$ cat src/rtl/pwmdac_pkg.sv
package pwmdac_pkg;

  localparam int SAMPLE_W = 16;
  localparam int LO_RES   = 8;
  localparam int HI_RES   = 10;
  localparam int CNT_W    = HI_RES;
  localparam int REP_W    = 9;
  localparam int SHIFT_W  = 3;
  localparam int ADDR_W   = 4;
  localparam int DATA_W   = 32;
  localparam int NUM_CH   = 2;

  localparam logic [ADDR_W-1:0] OFS_SAMPLE = 4'h0;
  localparam logic [ADDR_W-1:0] OFS_CONFIG = 4'h4;

  typedef enum logic [1:0] {
    PLACE_HEAD   = 2'd0,
    PLACE_TAIL   = 2'd1,
    PLACE_MID    = 2'd2,
    PLACE_MID_B  = 2'd3
  } place_e;

  // Field positions are software-visible: packed MSB first.
  typedef struct packed {
    logic [SHIFT_W-1:0] pre_shift;  // [17:15]
    logic               msb_flip;   // [14]
    logic               early_swap; // [13]
    logic [REP_W-1:0]   hold_m1;    // [12:4]
    place_e             place;      // [3:2]
    logic               wide;       // [1]
    logic               run;        // [0]
  } cfg_t;

  localparam int CFG_BITS = $bits(cfg_t);

endpackage

$ cat src/rtl/pwmdac_regs.sv
module pwmdac_regs
  import pwmdac_pkg::*;
(
  input  logic                           clk,
  input  logic                           rst_n,
  input  logic                           bus_valid,
  input  logic [ADDR_W-1:0]              bus_addr,
  input  logic [DATA_W-1:0]              bus_wdata,
  input  logic                           bus_mono,
  input  logic                           take_i,
  output cfg_t                           cfg_o,
  output logic                           pend_vld_o,
  output logic [NUM_CH-1:0][SAMPLE_W-1:0] pend_o
);

  cfg_t                            cfg_q;
  logic                            pend_vld_q;
  logic [NUM_CH-1:0][SAMPLE_W-1:0] pend_q;
  logic                            wr_sample;
  logic                            wr_cfg;

  assign wr_sample = bus_valid && (bus_addr == OFS_SAMPLE);
  assign wr_cfg    = bus_valid && (bus_addr == OFS_CONFIG);

  always_ff @(posedge clk or negedge rst_n) begin
    if (!rst_n) begin
      cfg_q <= '0;
    end else if (wr_cfg) begin
      cfg_q <= cfg_t'(bus_wdata[CFG_BITS-1:0]);
    end
  end

  always_ff @(posedge clk or negedge rst_n) begin
    if (!rst_n) begin
      pend_q     <= '0;
      pend_vld_q <= 1'b0;
    end else begin
      if (wr_sample) begin
        pend_q[0]  <= bus_wdata[SAMPLE_W-1:0];
        pend_q[1]  <= bus_mono ? bus_wdata[SAMPLE_W-1:0]
                               : bus_wdata[2*SAMPLE_W-1:SAMPLE_W];
        pend_vld_q <= 1'b1;
      end else if (take_i) begin
        pend_vld_q <= 1'b0;
      end
    end
  end

  assign cfg_o      = cfg_q;
  assign pend_vld_o = pend_vld_q;
  assign pend_o     = pend_q;


  pend_set_chk: assert property (@(posedge clk) disable iff (!rst_n)
    wr_sample |=> pend_vld_q);


  stray_write_chk: assert property (@(posedge clk) disable iff (!rst_n)
    (bus_valid && !wr_sample && !wr_cfg) |=> ($stable(cfg_q) && $stable(pend_q)));

endmodule

$ cat src/rtl/pwmdac_timebase.sv
module pwmdac_timebase
  import pwmdac_pkg::*;
#(
  parameter int LO = LO_RES,
  parameter int HI = HI_RES
) (
  input  logic             clk,
  input  logic             rst_n,
  input  logic             run_i,
  input  logic             wide_i,
  input  logic [REP_W-1:0] hold_m1_i,
  input  logic             early_swap_i,
  input  logic             pend_vld_i,
  output logic [HI-1:0]    cnt_o,
  output logic             take_o
);

  localparam logic [HI-1:0] LAST_HI = '1;
  localparam logic [HI-1:0] LAST_LO = HI'((1 << LO) - 1);

  logic [HI-1:0]    cnt_q;
  logic [REP_W-1:0] rep_q;
  logic [HI-1:0]    last;
  logic             period_end;
  logic             swap;

  assign last       = wide_i ? LAST_HI : LAST_LO;
  assign period_end = run_i && (cnt_q >= last);
  assign swap       = period_end && ((rep_q >= hold_m1_i) || (early_swap_i && pend_vld_i));
  assign take_o     = !run_i || swap;

  always_ff @(posedge clk or negedge rst_n) begin
    if (!rst_n) begin
      cnt_q <= '0;
    end else if (!run_i || period_end) begin
      cnt_q <= '0;
    end else begin
      cnt_q <= cnt_q + 1'b1;
    end
  end

  always_ff @(posedge clk or negedge rst_n) begin
    if (!rst_n) begin
      rep_q <= '0;
    end else if (!run_i || swap) begin
      rep_q <= '0;
    end else if (period_end) begin
      rep_q <= rep_q + 1'b1;
    end
  end

  assign cnt_o = cnt_q;


  idle_count_chk: assert property (@(posedge clk) disable iff (!rst_n)
    !run_i |=> (cnt_q == '0));


  hold_bound_chk: assert property (@(posedge clk) disable iff (!rst_n)
    (run_i && (rep_q < hold_m1_i)) |=> (rep_q <= $past(hold_m1_i)));

endmodule

$ cat src/rtl/pwmdac_chan.sv
module pwmdac_chan
  import pwmdac_pkg::*;
#(
  parameter int LO = LO_RES,
  parameter int HI = HI_RES
) (
  input  logic                clk,
  input  logic                rst_n,
  input  logic                run_i,
  input  logic                wide_i,
  input  place_e              place_i,
  input  logic                msb_flip_i,
  input  logic [SHIFT_W-1:0]  pre_shift_i,
  input  logic [HI-1:0]       cnt_i,
  input  logic                load_i,
  input  logic [SAMPLE_W-1:0] sample_i,
  output logic                pwm_o
);

  localparam int               XW     = HI + 1;
  localparam logic [XW-1:0]    PER_HI = XW'(1 << HI);
  localparam logic [XW-1:0]    PER_LO = XW'(1 << LO);
  localparam logic [SAMPLE_W-1:0] TOP = {1'b1, {(SAMPLE_W-1){1'b0}}};

  logic [SAMPLE_W-1:0] active_q;
  logic [SAMPLE_W-1:0] flipped;
  logic [SAMPLE_W-1:0] shifted;
  logic [XW-1:0]       duty;
  logic [XW-1:0]       per;
  logic [XW-1:0]       cnt_x;
  logic [XW-1:0]       mid_start;
  logic                hit;
  logic                pwm_q;

  always_ff @(posedge clk or negedge rst_n) begin
    if (!rst_n) begin
      active_q <= '0;
    end else if (load_i) begin
      active_q <= sample_i;
    end
  end

  always_comb begin
    flipped = msb_flip_i ? (active_q ^ TOP) : active_q;
    shifted = flipped << pre_shift_i;
    if (wide_i) begin
      duty = XW'(shifted[SAMPLE_W-1 -: HI]);
      per  = PER_HI;
    end else begin
      duty = XW'(shifted[SAMPLE_W-1 -: LO]);
      per  = PER_LO;
    end
  end

  always_comb begin
    cnt_x     = XW'(cnt_i);
    mid_start = (per - duty) >> 1;
    unique case (place_i)
      PLACE_HEAD: hit = cnt_x < duty;
      PLACE_TAIL: hit = cnt_x >= (per - duty);
      default:    hit = (cnt_x >= mid_start) && (cnt_x < (mid_start + duty));
    endcase
  end

  always_ff @(posedge clk or negedge rst_n) begin
    if (!rst_n) begin
      pwm_q <= 1'b0;
    end else begin
      pwm_q <= run_i && hit;
    end
  end

  assign pwm_o = pwm_q;


  quiet_when_off_chk: assert property (@(posedge clk) disable iff (!rst_n)
    !run_i |=> !pwm_o);


  head_rise_chk: assert property (@(posedge clk) disable iff (!rst_n)
    (run_i && (place_i == PLACE_HEAD) && (cnt_i == '0) && (duty != '0)) |=> pwm_o);


  hold_sample_chk: assert property (@(posedge clk) disable iff (!rst_n)
    !load_i |=> $stable(active_q));

endmodule

$ cat src/rtl/pwmdac_stereo.sv
module pwmdac_stereo
  import pwmdac_pkg::*;
(
  input  logic              clk,
  input  logic              rst_n,
  input  logic              bus_valid,
  output logic              bus_ready,
  input  logic [ADDR_W-1:0] bus_addr,
  input  logic [DATA_W-1:0] bus_wdata,
  input  logic              bus_mono,
  output logic              pwm_left,
  output logic              pwm_right
);

  cfg_t                            cfg;
  logic                            pend_vld;
  logic [NUM_CH-1:0][SAMPLE_W-1:0] pend;
  logic [CNT_W-1:0]                cnt;
  logic                            take;
  logic                            load;
  logic [NUM_CH-1:0]               pwm;

  assign bus_ready = 1'b1;
  assign load      = take && pend_vld;

  pwmdac_regs u_regs (
    .clk        (clk),
    .rst_n      (rst_n),
    .bus_valid  (bus_valid),
    .bus_addr   (bus_addr),
    .bus_wdata  (bus_wdata),
    .bus_mono   (bus_mono),
    .take_i     (take),
    .cfg_o      (cfg),
    .pend_vld_o (pend_vld),
    .pend_o     (pend)
  );

  pwmdac_timebase #(.LO(LO_RES), .HI(HI_RES)) u_time (
    .clk          (clk),
    .rst_n        (rst_n),
    .run_i        (cfg.run),
    .wide_i       (cfg.wide),
    .hold_m1_i    (cfg.hold_m1),
    .early_swap_i (cfg.early_swap),
    .pend_vld_i   (pend_vld),
    .cnt_o        (cnt),
    .take_o       (take)
  );

  for (genvar ch = 0; ch < NUM_CH; ch++) begin : g_ch
    pwmdac_chan #(.LO(LO_RES), .HI(HI_RES)) u_chan (
      .clk         (clk),
      .rst_n       (rst_n),
      .run_i       (cfg.run),
      .wide_i      (cfg.wide),
      .place_i     (cfg.place),
      .msb_flip_i  (cfg.msb_flip),
      .pre_shift_i (cfg.pre_shift),
      .cnt_i       (cnt),
      .load_i      (load),
      .sample_i    (pend[ch]),
      .pwm_o       (pwm[ch])
    );
  end

  assign pwm_left  = pwm[0];
  assign pwm_right = pwm[1];

endmodule

$ cat config.mk
export PLATFORM = sky130hd
export DESIGN_NAME = pwmdac_stereo
export DESIGN_NICKNAME = d
export VERILOG_FILES = /design/src/rtl/pwmdac_pkg.sv /design/src/rtl/pwmdac_regs.sv /design/src/rtl/pwmdac_timebase.sv /design/src/rtl/pwmdac_chan.sv /design/src/rtl/pwmdac_stereo.sv
export SDC_FILE = /design/constraint.sdc
export NUM_CORES = 1
export LEC_CHECK = 0
export BUFFER_PORTS_ARGS = -buffer_cell sky130_fd_sc_hd__buf_2
export CAP_MARGIN = 20
export CELL_PAD_IN_SITES_DETAIL_PLACEMENT = 0
export CELL_PAD_IN_SITES_GLOBAL_PLACEMENT = 1
export CORE_MARGIN = 2
export CORE_UTILIZATION = 50
export CTS_CLUSTER_DIAMETER = 60
export DETAILED_ROUTE_END_ITERATION = 7
export HOLD_SLACK_MARGIN = 0.1
export PLACE_DENSITY_LB_ADDON = 0.1
export RECOVER_POWER = 100
export SYNTH_ARGS = -nofsm -noshare
export SYNTH_HDL_FRONTEND = slang
export SYNTH_HIERARCHICAL = 1
export SYNTH_SLANG_ARGS = --single-unit
export TNS_END_PERCENT = 10
$ cat constraint.sdc
create_clock -name clk -period 6.5 [get_ports clk]
set_clock_uncertainty 0.15 [all_clocks]
set_input_delay 0.975 -clock clk [delete_from_list [all_inputs] [get_ports clk]]
set_output_delay 0.975 -clock clk [all_outputs]
set_load 0.02 [all_outputs]
==> impl_metrics.json, run 1 <==
{
  "die_h_um": 139,
  "gp_congestion": 0.887,
  "firstDrtPassIters": 4,
  "clockBufferDepth": 2,
  "area_growth_pct": 6.88,
  "dp_hpwl_um": 16300,
  "drv_slew": 96,
  "hold_depth": 1,
  "clk_latency_ns": 0.36,
  "postCtsHoldBufs": 0,
  "slew_headroom": -1.18,
  "diodes": 0,
  "fmax_mhz": 173,
  "placed_cell_area_mm2": 0.00946,
  "grt_max_degree": 63,
  "hold_class": "reg2reg",
  "postSynthAreaPerCell_um2": 10.3,
  "drive_gt1_frac": 0.235,
  "drv_cap": 2,
  "end_kind": "register",
  "yosysWarnings": 6,
  "worstSetupStartpointType": "register",
  "synth_flop_cell": "dfrtp_1",
  "grt_pass1_wl_um": 34900,
  "wl_per_cell_um": 17.9,
  "fin_nets": 1070,
  "crit_required_ns": 6.61,
  "final_common_cell": "ha_1",
  "final_core_util": 0.544,
  "cp-startpoint": "u_regs/cfg_o[15]",
  "antenna_left": 0,
  "track_usage": 0.222,
  "first_iter_violations": 370,
  "die_x_um": 139,
  "io_pins": 43,
  "r2r-start": "u_regs/cfg_o[15]",
  "mostFrequentLayoutCells": "111 x ha_1, 107 x mux2_2, 102 x dfrtp_1",
  "via_count": 6722,
  "ys_ff_latch": 104,
  "overflow": 0,
  "cts_setup_buffers": 0,
  "cts_tree": "done",
  "rsz0062_at_grt": "no",
  "final_area_mm2": 0.00973,
  "r2r_cells": 20,
  "cts_made_buffers": 9,
  "synth_area_mm2": 0.00911,
  "core_mm2": 0.0179,
  "worst_pin_slew_ns": 3.27,
  "period_needed_ns": 5.79,
  "totalWireLength_um": 20600,
  "viasPerCell": 5.83,
  "finalHoldViolCount": 0,
  "arrival_ns": 5.90,
  "num_rows": 49,
  "grt_pass1_vias": 6704,
  "die_area_mm2": 0.0193,
  "root_buffer": "clkbuf_16",
  "status": "complete, but fails checks",
  "fin_crit_sh": 0.891,
  "worstPathMaxFanout": 12,
  "cts_sinks": 104,
  "synth_edf_count": 0,
  "syn-num-nets": 1038,
  "synth_cell_types": 74,
  "path_clk_slew_ns": 0.09,
  "htreeDepth": 3,
  "path_class": "reg2reg",
  "hold_start": "u_regs/pend_o[0]",
  "drc": 0,
  "finalSetupTns_ns": 0,
  "port-buffer-count": 41,
  "start_util": 0.509,
  "async_reset_ff_frac": 1.00,
  "ys_seq_area_frac": 0.286,
  "setup_viol": 0,
  "failed_checks": "capacitance limit, slew limit",
  "grt_antenna_before_repair": 0,
  "synthCells": 887
}
-- metrics by stage --
stage,hold WS (ns),setup WS [ns],cells
floorplan,0.317,1.41,887
global placement,0.327,0.649,1137
detailed placement,0.339,0.514,1137
CTS,0.348,0.496,1153
global route,0.373,0.123,1153
finish,0.344,0.708,1153
-- worst paths after layout --
check,endpoint,slack [ns]
worst max-delay path,g_ch[0].u_chan/pwm_o,0.71
worst min-delay path,g_ch[0].u_chan/active_q[0],0.34
worst max register to register,g_ch[0].u_chan/pwm_o,0.71
worst min register to register,g_ch[0].u_chan/active_q[0],0.34
max in group asynchronous,u_regs/cfg_o[15],2.24
min in group asynchronous,u_time/cnt_o[7],1.56
-- sequential cells by signal, indices dropped and copies added (netlist names) --
signal and flops:
g_ch.u_chan/active_q 32, u_regs/pend_o 32, u_regs/cfg_o 18, u_time/cnt_o 10, u_time/rep_q 9, g_ch.u_chan/pwm_o 2
u_regs/pend_vld_o 1
-- synthesized netlist by cell type, types with 5 or more instances --
master | n | share of area
ha_1 | 111 | 0.15
mux2_2 | 107 | 0.13
dfrtp_1 | 104 | 0.29
inv_1 | 64 | 0.026
nand2_1 | 50 | 0.021
a21oi_1 | 37 | 0.020
nor2_1 | 37 | 0.015
o21ai_0 | 36 | 0.020
xnor2_1 | 28 | 0.027
mux2i_1 | 23 | 0.025
nand2b_1 | 20 | 0.014
nand3_1 | 20 | 0.011
a21o_1 | 19 | 0.016
mux4_2 | 18 | 0.045
o211ai_1 | 16 | 0.013
xor2_1 | 16 | 0.015
nor2b_1 | 14 | 0.0096
and3_1 | 9 | 0.0062
nor3_1 | 9 | 0.0049
buf_2 | 8 | 0.0044
buf_6 | 8 | 0.0099
o21ai_1 | 8 | 0.0044
a211oi_1 | 7 | 0.0058
and2_1 | 7 | 0.0048
clkbuf_1 | 7 | 0.0029
nand4_1 | 7 | 0.0048
o21a_1 | 7 | 0.0058
o2111ai_1 | 5 | 0.0048
-- metal layers --
metal | global-route usage | vias up | wire length [um]
met2 | 0.373 | 132 | 9940
met3 | 0.0352 | 24 | 718
met5 | 0 | - | 0
met1 | 0.305 | 3254 | 9670
met4 | 0.0473 | 0 | 316
li1 | - | 3312 | -
-- timing repair --
item,CTS,global route
endpoints found under the hold margin,0,0
endpoints found under the setup margin,0,2
gates resized for setup,0,2
-- cells by family after synthesis --
| family | after synthesis | share of synthesized area |
|---|---|---|
| compound gates | 166 | 0.121 |
| xor+xnor | 45 | 0.0441 |
| fa+ha+maj | 111 | 0.153 |
| buf+inv | 97 | 0.0518 |
| flops | 104 | 0.286 |
| mux | 156 | 0.220 |
| other cells | 1 | 0.000412 |
| simple gates | 207 | 0.124 |
-- layout make-up --
| type | count | area, um^2 |
|---|---|---|
| Clock inverter | 7 | 86.3 |
| Multi-Input combinational cell | 686 | 6010 |
| Inverter | 67 | 251 |
| Sequential cell | 104 | 2610 |
| Tap cell | 229 | 287 |
| Fill cell | 1632 | 8170 |
| Clock buffer | 9 | 225 |
| Timing Repair Buffer | 51 | 270 |
-- critical path, stage by stage (launching register included) --
cell	delay (ns)
dfrtp_2	0.58
mux4_2	0.60
mux2i_2	0.29
mux2_2	0.30
ha_1	0.29
nand4_1	0.18
and2_1	0.28
nor3_1	0.25
xnor2_1	0.15
ha_1	0.23
a21oi_1	0.18
nand2_1	0.08
o31ai_2	0.30
or4b_1	0.46
o211a_1	0.14
ha_1	0.19
a2111oi_0	0.38
nand2_1	0.08
o21ai_0	0.16
o21ai_0	0.13
a211oi_1	0.25
Power of run 1 is left out: the tool's default activity adds up to more than one toggle a clock period on the data nets, which glitch-free logic cannot reach.
==> run 2, diff against run 1 <==
--- a/config.mk
+++ b/config.mk
@@ -7,14 +7,12 @@
 export LEC_CHECK = 0
 export BUFFER_PORTS_ARGS = -buffer_cell sky130_fd_sc_hd__buf_2
 export CAP_MARGIN = 20
-export CELL_PAD_IN_SITES_DETAIL_PLACEMENT = 0
-export CELL_PAD_IN_SITES_GLOBAL_PLACEMENT = 1
 export CORE_MARGIN = 2
-export CORE_UTILIZATION = 50
+export CORE_UTILIZATION = 63
 export CTS_CLUSTER_DIAMETER = 60
 export DETAILED_ROUTE_END_ITERATION = 7
 export HOLD_SLACK_MARGIN = 0.1
-export PLACE_DENSITY_LB_ADDON = 0.1
+export PLACE_DENSITY = 0.81
 export RECOVER_POWER = 100
 export SYNTH_ARGS = -nofsm -noshare
 export SYNTH_HDL_FRONTEND = slang
==> run 2 against run 1 <==
  * The flow still finishes with violations (capacitance limit, slew limit)
  * Global-route usage grew 4.2 points
  * Cell area is 0.94% lower
  * Cell count shrank 4.4%
  * Setup slack got worse by 0.24 ns
  * Highest routed layer unchanged
==> impl_metrics.json, run 2 (same netlist as run 1, synthesis figures left out) <==
{
  "status": "complete, but fails checks",
  "failed_checks": "capacitance limit, slew limit",
  "grt_max_degree": 70,
  "worst-path-buf-inv": 3,
  "clockBufferDepth": 2,
  "num_rows": 43,
  "end_kind": "register",
  "crit_required_ns": 6.61,
  "overflow": 0,
  "root_buffer": "clkbuf_16",
  "fillers": 1086,
  "worst-r2r-setup-slack_ns": 0.47,
  "fin_crit_sh": 0.928,
  "postCtsHoldBufs": 0,
  "grt_antenna_before_repair": 0,
  "mostFrequentLayoutCells": "111 x ha_1, 107 x mux2_2, 104 x dfrtp_1",
  "r2r-start": "u_regs/cfg_o[15]",
  "gp_congestion": 0.930,
  "via_count": 6819,
  "r2r_cells": 22,
  "diodes": 0,
  "viasPerCell": 6.19,
  "worst_pin_slew_ns": 2.18,
  "area_growth_pct": 5.88,
  "path_class": "reg2reg",
  "io_pins": 43,
  "worstPathMaxFanout": 9,
  "final_common_cell": "ha_1",
  "dp_hpwl_um": 15200,
  "hold_depth": 1,
  "cts_tree": "done",
  "drv_slew": 140,
  "cts_setup_buffers": 0,
  "core_mm2": 0.0140,
  "slew_headroom": -0.452,
  "cts_resized": 0,
  "drc": 0,
  "rsz0062_at_grt": "no",
  "die_area_mm2": 0.0154,
  "setup_viol": 0,
  "period_needed_ns": 6.03,
  "fin_nets": 1068,
  "hold_class": "reg2reg",
  "die_h_um": 124,
  "cts_made_buffers": 9,
  "drv_cap": 3,
  "grt_pass1_wl_um": 33400,
  "crit_family": "compound AO/OA/AOI/OAI gates",
  "die_x_um": 124,
  "finalSetupTns_ns": 0,
  "worstSetupStartpointType": "register",
  "worstPathCellList": "buf_4 > mux4_2 > mux2i_1 > mux2i_1 > inv_1 > ha_1 > inv_1 > xnor2_1 > xor2_1 > ha_1 > o21bai_1 > a221oi_1 > o31ai_1 > a21oi_1 > o21ai_0 > xnor2_1 > ha_1 > a2111oi_0 > nand2_1 > o21ai_0 > o21ai_0 > a211oi_1",
  "totalWireLength_um": 19900,
  "htreeDepth": 3,
  "grt_pass1_vias": 6559,
  "wl_per_cell_um": 18.1,
  "antenna_left": 0,
  "start_util": 0.651,
  "track_usage": 0.264,
  "hold_path_end": "g_ch[0].u_chan/active_q[15]",
  "firstDrtPassIters": 6,
  "first_iter_violations": 560,
  "reg2reg_to": "g_ch[0].u_chan/pwm_o",
  "hold_start": "u_regs/pend_o[15]",
  "cp_slowest_stage_delay_ns": 0.57,
  "port-buffer-count": 41,
  "clk_latency_ns": 0.36,
  "arrival_ns": 6.14,
  "finalHoldViolCount": 0,
  "path_clk_slew_ns": 0.08,
  "cts_sinks": 104,
  "cp_slowest_cell": "mux4_2",
  "fmax_mhz": 166,
  "drive_gt1_frac": 0.231
}
-- run 2: changes by cell type in the layout (fill, tap and decap cells not counted) --
cell / before / now
buf_4: 8 / 6
clkinv_8: 3 / 1
dfrtp_1: 102 / 104
dfrtp_2: 2 / 0
inv_6: 1 / 2
inv_8: 1 / 2
-- run 2: final cells by class --
type	count	area, um^2	area share
clock inverters	7	73.8	0.00766
inverters	67	251	0.0261
repair buffers	49	255	0.0265
flip-flops and latches	104	2600	0.270
clock buffers	9	225	0.0234
multi-input cells	686	6010	0.623
well taps	180	225	0.0234
-- run 2: worst register-to-register path, cell delays in order (launching register included) --
cell	delay, ns
dfrtp_1	0.56
buf_4	0.27
mux4_2	0.57
mux2i_1	0.27
mux2i_1	0.23
inv_1	0.12
ha_1	0.27
inv_1	0.14
xnor2_1	0.34
xor2_1	0.13
ha_1	0.21
o21bai_1	0.18
a221oi_1	0.48
o31ai_1	0.12
a21oi_1	0.23
o21ai_0	0.13
xnor2_1	0.18
ha_1	0.27
a2111oi_0	0.49
nand2_1	0.10
o21ai_0	0.16
o21ai_0	0.10
a211oi_1	0.25
-- run 2: how the worst max path moves through the flow --
stage / endpoint / cells after the start / start / slack [ns]
after floorplan: g_ch[1].u_chan/pwm_o / 21 / u_regs/cfg_o[15] / 1.41
after global placement: g_ch[1].u_chan/pwm_o / 21 / u_regs/cfg_o[15] / 0.72
after detailed placement: g_ch[0].u_chan/pwm_o / 21 / u_regs/cfg_o[17] / 0.61
after CTS: g_ch[0].u_chan/pwm_o / 21 / u_regs/cfg_o[15] / 0.59
after global routing: g_ch[1].u_chan/pwm_o / 22 / u_regs/cfg_o[15] / 0.007
final: g_ch[0].u_chan/pwm_o / 22 / u_regs/cfg_o[15] / 0.47
-- run 2: per-layer routing --
metal / GRT usage / routed length (um)
met5: 0 / 0
met4: 0.0753 / 421
met3: 0.0448 / 940
met2: 0.432 / 9310
met1: 0.364 / 9240
-- run 2: metrics by stage --
stage / hold slack, ns / utilization / instances / worst slack, ns / instance area [um^2]
final: 0.352 / 0.689 / 1102 / 0.470 / 9640
after global routing: 0.370 / 0.689 / 1102 / 0.00661 / 9640
after CTS: 0.357 / 0.692 / 1102 / 0.591 / 9680
after detailed placement: 0.340 / 0.670 / 1086 / 0.613 / 9380
after global placement: 0.330 / 0.670 / 1086 / 0.724 / 9380
after floorplan: 0.317 / - / 887 / 1.41 / 9110
Power of run 2 is left out for the same reason.
